==> src/rtl/bfi_pkg.sv <==
package bfi_pkg;

    parameter int DATA_W = 16;
    parameter int NREGS  = 8;

    typedef struct packed {
        logic n;
        logic z;
        logic v;
        logic c;
    } bfi_flags_t;

endpackage

==> src/rtl/bfi_field.sv <==
module bfi_field #(
    parameter int DATA_W = 16,
    localparam int OFS_W = $clog2(DATA_W)
) (
    input  logic [DATA_W-1:0]  dst,
    input  logic [DATA_W-1:0]  src,
    input  logic [2*OFS_W-1:0] ctl,
    output logic [DATA_W-1:0]  result,
    output logic [DATA_W-1:0]  mask
);

    logic [OFS_W-1:0]  wcode;
    logic [OFS_W-1:0]  ofs;
    logic [OFS_W:0]    run_len;
    logic [DATA_W-1:0] run_ones;

    always_comb begin
        wcode    = ctl[2*OFS_W-1:OFS_W];
        ofs      = ctl[OFS_W-1:0];
        // one more bit than the width code; the extra bit keeps the full-width case from wrapping
        run_len  = {1'b0, wcode} + {{OFS_W{1'b0}}, 1'b1};
        // a shift by the full word width empties the word, so inverting gives all ones
        run_ones = ~({DATA_W{1'b1}} << run_len);
        // bits pushed past the top of the word simply fall off
        mask     = run_ones << ofs;
        result   = (dst & ~mask) | ((src << ofs) & mask);
    end

endmodule

==> src/rtl/bfi_regfile.sv <==
module bfi_regfile #(
    parameter int DATA_W = 16,
    parameter int NREGS  = 8,
    parameter int NRD    = 4,
    localparam int IDX_W = $clog2(NREGS)
) (
    input  logic                  clk,
    input  logic                  rst,
    input  logic [NRD*IDX_W-1:0]  rd_idx,
    output logic [NRD*DATA_W-1:0] rd_data,
    input  logic                  op_we,
    input  logic [IDX_W-1:0]      op_idx,
    input  logic [DATA_W-1:0]     op_data,
    input  logic                  ld_we,
    input  logic [IDX_W-1:0]      ld_idx,
    input  logic [DATA_W-1:0]     ld_data
);

    logic [DATA_W-1:0] regs_d [NREGS];
    logic [DATA_W-1:0] regs_q [NREGS];

    always_comb begin
        regs_d = regs_q;
        if (ld_we) begin
            regs_d[ld_idx] = ld_data;
        end
        // the insert result takes priority over a host load to the same entry
        if (op_we) begin
            regs_d[op_idx] = op_data;
        end
        regs_d[0] = '0;
    end

    always_ff @(posedge clk) begin
        if (rst) begin
            for (int i = 0; i < NREGS; i++) begin
                regs_q[i] <= '0;
            end
        end else begin
            regs_q <= regs_d;
        end
    end

    for (genvar p = 0; p < NRD; p++) begin : g_rd
        logic [IDX_W-1:0] idx_p;
        assign idx_p = rd_idx[p*IDX_W +: IDX_W];
        assign rd_data[p*DATA_W +: DATA_W] = (idx_p == '0) ? '0 : regs_q[idx_p];

        AST_ZERO_READ: assert property (@(posedge clk) disable iff (rst)
            (idx_p == '0) |-> (rd_data[p*DATA_W +: DATA_W] == '0));
    end

    AST_OP_WRITE: assert property (@(posedge clk) disable iff (rst)
        (op_we && op_idx != '0) |=> (regs_q[$past(op_idx)] == $past(op_data)));

    AST_LOAD_WRITE: assert property (@(posedge clk) disable iff (rst)
        (ld_we && !(op_we && op_idx == ld_idx) && ld_idx != '0)
        |=> (regs_q[$past(ld_idx)] == $past(ld_data)));

endmodule

==> src/rtl/bfi_unit.sv <==
module bfi_unit
    import bfi_pkg::*;
#(
    parameter int DW  = DATA_W,
    parameter int NR  = NREGS,
    localparam int IW = $clog2(NR),
    localparam int OW = $clog2(DW)
) (
    input  logic          clk,
    input  logic          rst,
    input  logic          req_valid,
    input  logic [IW-1:0] req_dst,
    input  logic [IW-1:0] req_src,
    input  logic [IW-1:0] req_ctl,
    input  logic          ld_en,
    input  logic [IW-1:0] ld_idx,
    input  logic [DW-1:0] ld_data,
    input  logic [IW-1:0] rd_idx,
    output logic [DW-1:0] rd_data,
    output logic          flag_n,
    output logic          flag_z,
    output logic          flag_v,
    output logic          flag_c
);

    localparam int NPORT = 4;

    bfi_flags_t flags_d, flags_q;

    logic [NPORT*DW-1:0] port_data;
    logic [DW-1:0]       dst_val, src_val, ctl_val;
    logic [DW-1:0]       ins_result, ins_mask;
    logic [DW-1:0]       unused_ctl_hi;

    // read ports, lowest first: target, data, control, host
    bfi_regfile #(.DATA_W(DW), .NREGS(NR), .NRD(NPORT)) u_rf (
        .clk     (clk),
        .rst     (rst),
        .rd_idx  ({rd_idx, req_ctl, req_src, req_dst}),
        .rd_data (port_data),
        .op_we   (req_valid),
        .op_idx  (req_dst),
        .op_data (ins_result),
        .ld_we   (ld_en),
        .ld_idx  (ld_idx),
        .ld_data (ld_data)
    );

    assign dst_val = port_data[0*DW +: DW];
    assign src_val = port_data[1*DW +: DW];
    assign ctl_val = port_data[2*DW +: DW];
    assign rd_data = port_data[3*DW +: DW];

    // only the low byte of the control word is decoded
    assign unused_ctl_hi = {{(2*OW){1'b0}}, ctl_val[DW-1:2*OW]};

    bfi_field #(.DATA_W(DW)) u_field (
        .dst    (dst_val),
        .src    (src_val),
        .ctl    (ctl_val[2*OW-1:0]),
        .result (ins_result),
        .mask   (ins_mask)
    );

    always_comb begin
        flags_d = flags_q;
        if (req_valid) begin
            flags_d.n = ins_result[DW-1];
            flags_d.z = (ins_result == '0);
            flags_d.v = 1'b0;
        end
    end

    always_ff @(posedge clk) begin
        if (rst) begin
            flags_q <= '0;
        end else begin
            flags_q <= flags_d;
        end
    end

    assign flag_n = flags_q.n;
    assign flag_z = flags_q.z;
    assign flag_v = flags_q.v;
    assign flag_c = flags_q.c;

    AST_KEEP_OUTSIDE: assert property (@(posedge clk) disable iff (rst)
        req_valid |-> (((ins_result ^ dst_val) & ~ins_mask) == '0));
    AST_N_FROM_RESULT: assert property (@(posedge clk) disable iff (rst)
        req_valid |=> (flag_n == $past(ins_result[DW-1])));
    AST_V_CLEARED: assert property (@(posedge clk) disable iff (rst)
        req_valid |=> !flag_v);
    AST_C_HELD: assert property (@(posedge clk) disable iff (rst)
        req_valid |=> $stable(flag_c));
    AST_IDLE_FLAGS: assert property (@(posedge clk) disable iff (rst)
        !req_valid |=> $stable(flags_q));
    AST_RESET_CLEAR: assert property (@(posedge clk)
        rst |=> (flags_q == '0));

endmodule

==> config.mk <==
export PLATFORM = sky130hd
export DESIGN_NAME = bfi_unit
export DESIGN_NICKNAME = d
export VERILOG_FILES = /design/src/rtl/bfi_pkg.sv /design/src/rtl/bfi_field.sv /design/src/rtl/bfi_regfile.sv /design/src/rtl/bfi_unit.sv
export SDC_FILE = /design/constraint.sdc
export NUM_CORES = 1
export LEC_CHECK = 0
export ABC_AREA = 1
export BUFFER_PORTS_ARGS = -buffer_cell sky130_fd_sc_hd__buf_2
export CAP_MARGIN = 20
export CELL_PAD_IN_SITES_DETAIL_PLACEMENT = 1
export CELL_PAD_IN_SITES_GLOBAL_PLACEMENT = 1
export CORE_MARGIN = 2
export CORE_UTILIZATION = 42
export DETAILED_ROUTE_END_ITERATION = 10
export PLACE_DENSITY_LB_ADDON = 0.08
export REMOVE_ABC_BUFFERS = 1
export SLEW_MARGIN = 15
export SYNTH_ARGS = -nofsm -noshare
export SYNTH_HDL_FRONTEND = slang
export SYNTH_HIERARCHICAL = 1
export SYNTH_SLANG_ARGS = --single-unit
==> constraint.sdc <==
create_clock -name clk -period 9.9 [get_ports clk]
set_clock_uncertainty 0.15 [all_clocks]
set_input_delay 1.98 -clock clk [delete_from_list [all_inputs] [get_ports clk]]
set_output_delay 1.98 -clock clk [all_outputs]
set_load 0.05 [all_outputs]
# Word-level counts from Yosys, hierarchy flattened
# Index checks and enable logic that the tools add are counted.
# totals
regBits	114
inputBits	35
out_inout_bits	20
word_cells	61
# op_classes
n_addsub	1
n_lt_le_gt_ge	7
n_shift	3
n_mux	24
bitwise_logic	10
n_reduce_logical	7
# ops
cell	n
bitwise mux 128 bit	2
binary-select mux 16 bit (select 3 bit)	4
2-to-1 mux 16 bit	11
2-to-1 mux 128 bit	1
2-to-1 mux 112 bit	1
demux 16 bit (select 3 bit)	2
AND 16 bit	2
inverter 16 bit	2
left shift 16 x 4 -> 16 bit	2
2-to-1 mux 8 bit	3
>= comparator 4 bit (second input constant)	5
inverter 3 -> 4 bit	5
logical NOT 16 bit	1
bitwise OR 16 bit	1
left shift 16 x 5 -> 16 bit (first input constant)	1
logical NOT 3 bit	4
< comparator 4 x 1 -> 1 bit (second input constant)	2
adder 4 x 1 -> 5 bit (second input constant)	1
logical AND 1 bit	2

# Longest topological paths before layout
# depth
ltp_word	14
ltp_mapped	27
depth_no_buf	26

# Hierarchy
# The synthesis kept the hierarchy.
# by_module_without_submodules
mod	instances	cells_per_inst	area_each_um2	seq_area_each_um2
bfi_regfile	1	2034	10304.9	2242.2
bfi_field	1	383	1918.1	0.0
bfi_unit	1	25	145.1	40.0

# Worst setup path after synthesis
# OpenSTA, ideal clock, no wires.
# synth_timing
kind	input port to output port
start	in rd_idx[0]
end	out rd_data[11]
arrival_time_ps	3046
t_required_ps	7770
setup_slack_ps	4724
cell_stages	7
path_buffers	2
cell_sequence	inv_1 -> buf_2 -> buf_1 -> nand2_1 -> nand3_1 -> nand3_1 -> nand2_1
# synth_between
elab_chain_len	5
elab_cells_between_ends	6
classes_between	mux: 4; bitwise: 1; reduce/logical: 1
# synth_lines
element	line	text
start: declaration	bfi_unit.sv:18	input logic [IW-1:0] rd_idx,
inverter 3 -> 4 bit (not written as such)	bfi_regfile.sv:47	assign rd_data[p*DATA_W +: DATA_W] = (idx_p == '0) ? '0 : regs_q[idx_p];
binary-select mux 16 bit (select 3 bit)	bfi_regfile.sv:47	
2-to-1 mux 16 bit (not written as such) (2 in series)	bfi_regfile.sv:47	
2-to-1 mux 16 bit (*)	bfi_regfile.sv:47	
end: declaration	bfi_unit.sv:19	output logic [DW-1:0] rd_data,
# Mark *: on every way between the ends. The rest lies on a longest branch, timed or not. The select of a mux whose other input is x is not followed.

# Worst setup path in the final report
# layout_timing
start	in rd_idx[1]
end	out rd_data[6]
# Same word-level chain as after synthesis.

==> results by group <==
Outcome
  – Status: completed

Yosys
  – Synth Warn #: 6
  – Synth Cell Area: between 10,000 and 15,000 um2
  – Syn Inst Count: 2,331
  – Average size of a mapped cell: 5.106 um2

Setup path
  – Slowest cell on the critical path: nand2_2
  – Crit-path cells: buf_2 -> clkinv_1 -> nand2_2 -> o21ai_0 -> nand2_1 -> nand2_1 -> buf_2
  – Worst R2R Start: u_rf/regs_q[82]
  – R2R cell count: 18
  – Critical Path End Type: output port
  – Worst Setup Start Kind: input port
  – Slowest stage delay, CP: roughly 1.0 ns
  – Crit Path Class: input port to output port
  – Worst path top cell family by delay: simple AND/OR/NAND/NOR gates
  – Critical path data required time: a little under 8 ns
  – FF-to-FF End: u_rf/regs_q[60]
  – FF-to-FF setup slack: between 5 and 6 ns
  – CP bufs+invs: 3
  – Critical path arrival: ~4.5 ns
  – Maximum fanout along the worst path: 17

CTS
  – Postcts setup bufs: 0
  – Clock transition at the registers of the reported paths: ~0.050 ns
  – Clock sinks: between 100 and 150
  – CTS tree: done
  – H-Tree Depth: 4
  – Clk Tree Root Cell: clkbuf_16
  – Post_cts resized: 0
  – TritonCTS Buffers: 17
  – Maximum buffer depth of the clock tree: 2
  – Hold buffers post-CTS: 0
  – Worst-Skew Late Latency: ~0.44 ns

Drt
  – Routed WL: 60,420 um
  – Highest Signal Layer: met4
  – Vias per inst: ~6.0
  – Antenna viol nets, final: 0
  – Vias: roughly 16,000
  – Met3 WL post-DR: 6216 um
  – M1 WL: ~25,000 um
  – Iter 0 DRT Violations: between 1,500 and 2,000
  – WL met2: roughly 26,000 um
  – DRC: 0
  – Router iterations before antenna repair: 6
  – Drt wl/cell: ~23 um

Power and ir drop
  – Logic gate share of total power: ~35%
  – Internal power: roughly 1.0 mW
  – Max IR drop VDD: around 84 uV
  – Total power draw: ~1.7 mW
  – Clk pwr share: between 30% and 40%
  – Sw Pwr: about 0.7 mW
  – Switching portion of total power: 41.68%
  – Leakage: between 7 and 8 nW
  – Pwr per Cell Area: 135.5 nW/um2
  – Sequential share of power: around 29%

GRT
  – Largest net degree at the start of global routing: 97
  – Gr ovfl total: 0
  – Vias in the first global route: approximately 15,000
  – GR Util All Layers: roughly 41%
  – First-pass GRT wire length: between 90,000 and 100,000 um
  – Initial antenna violation count: 0

Min path
  – Hold Path Sink: flag_z
  – Hold wc startpoint: flag_z
  – Hold path depth: 2
  – Min-delay worst type: flop to flop

Placement
  – Placed Cells: between 2,000 and 3,000
  – DP Wirelength: about 38,000 um
  – GPL Wtd Cong: 0.9497
  – PortBufs: 52
  – Pre-CTS setup slack: between 3 and 4 ns
  – Placed Area: between 10,000 and 15,000 um2

Timing
  – Max Fclk: approximately 150 MHz
  – Slew margin rel.: between 10% and 20%
  – Final Setup Violations: 0
  – Fin crit share: approximately two thirds
  – RSZ-0062 raised after global routing: no
  – Max-slew violations: 0
  – Setup_tns: 0 ns
  – Post-route worst setup slack: between 3 and 4 ns
  – Worst slew pin tran: about 1.2 ns
  – Fin crit period: 6.660 ns
  – Fin. Hold Viols: 0

Floorplanning
  – DIE WIDTH: approximately 170 um
  – Initial Util: 42.72%
  – Core box area: about 28,000 um2
  – Num ports: 55
  – Row cnt: 61
  – Die span in y: 172.3 um
  – Die area: just under 30,000 um2

Cells and area
  – Share of cells above drive strength 1: 7.925%
  – Most frequent cells in the layout: 950 x nand2_1, 538 x nand3_1, 270 x inv_1
  – Final instance area: approximately 13,000 um2
  – Area of the multi-input gates: ~8000 um2
  – Sequential Area: 2282 um2
  – Nets@finish: roughly 2,300
  – Commonest non-fill, non-tap cell in the layout: nand2_1
  – Fin cells: 2,662
  – N_diodes: 0
  – Number of fillers in the final layout: approximately 4,200
  – Area Overhead vs Synth: 6.928%

Job
  – Max Cap Violations: 0
==> metrics by stage <==
| stage | hold slack (ns) | utilization [%] |
|---|---|---|
| 2_1_floorplan | 0.3556 | - |
| 3_3_place_gp | 0.3596 | 43.49 |
| 3_5_place_dp | 0.3806 | 43.49 |
| 4_1_cts | 0.3879 | 45.51 |
| 5_1_grt | 0.4005 | 45.68 |
| 6_report | 0.3891 | 45.68 |
==> metal layers <==
metal	vias to the layer above	GRT usage [%]
li1	7187	-
met1	7649	53.99
met2	892	63.47
met3	215	8.034
met4	0	22.03
met5	-	0
==> worst reg2reg max path: stages, from the launching register on <==
cell      delay [ns]
dfxtp_1         0.33
inv_1           0.12
nand2_1         0.08
nand3_1         0.08
o21ai_0         0.09
nand2_1         0.07
nand2_1         0.08
buf_4           0.31
clkinv_1        0.95
o21ai_0         0.63
o21ai_0         0.15
nand3_1         0.12
nand2_1         0.14
inv_1           0.20
nand3_1         0.11
nand2_1         0.11
inv_1           0.06
nand2_1         0.06
inv_1           0.04
==> sequential cells by signal (all words and copies together) (netlist names) <==
signal and cells:
flag_z 1, flag_n 1, u_rf/regs_q 112
==> worst max-delay path by stage <==
stage                     startpoint    endpoint  slack [ns]  cells after the start
after global placement     rd_idx[1]  rd_data[6]        3.15                      7
after floorplan            rd_idx[0]  rd_data[0]        4.51                      5
after global routing       rd_idx[1]  rd_data[6]        3.32                      7
final                      rd_idx[1]  rd_data[6]        3.24                      7
after detailed placement   rd_idx[1]  rd_data[6]        3.13                      7
after CTS                  rd_idx[1]  rd_data[6]        3.13                      7
==> final cells by class <==
type                       instances  share of cell area (%)
clock buffer                      22                   3.569
tap                              378                   3.716
inverter                         289                   8.524
clock inverter                    10                  0.8652
timing repair buffer              83                   4.051
sequential                       114                   17.93
multi-input combinational       1766                   61.34
==> power by group through the flow <==
stage          logic [mW]  clock network [mW]  registers [mW]
2_1_floorplan       0.358                   0           0.508
3_3_place_gp        0.560                   0           0.513
3_5_place_dp        0.573                   0           0.513
4_1_cts             0.577               0.627           0.504
5_1_grt             0.645               0.647           0.507
6_report            0.597               0.623           0.505
(Power assumes the default switching activity.)
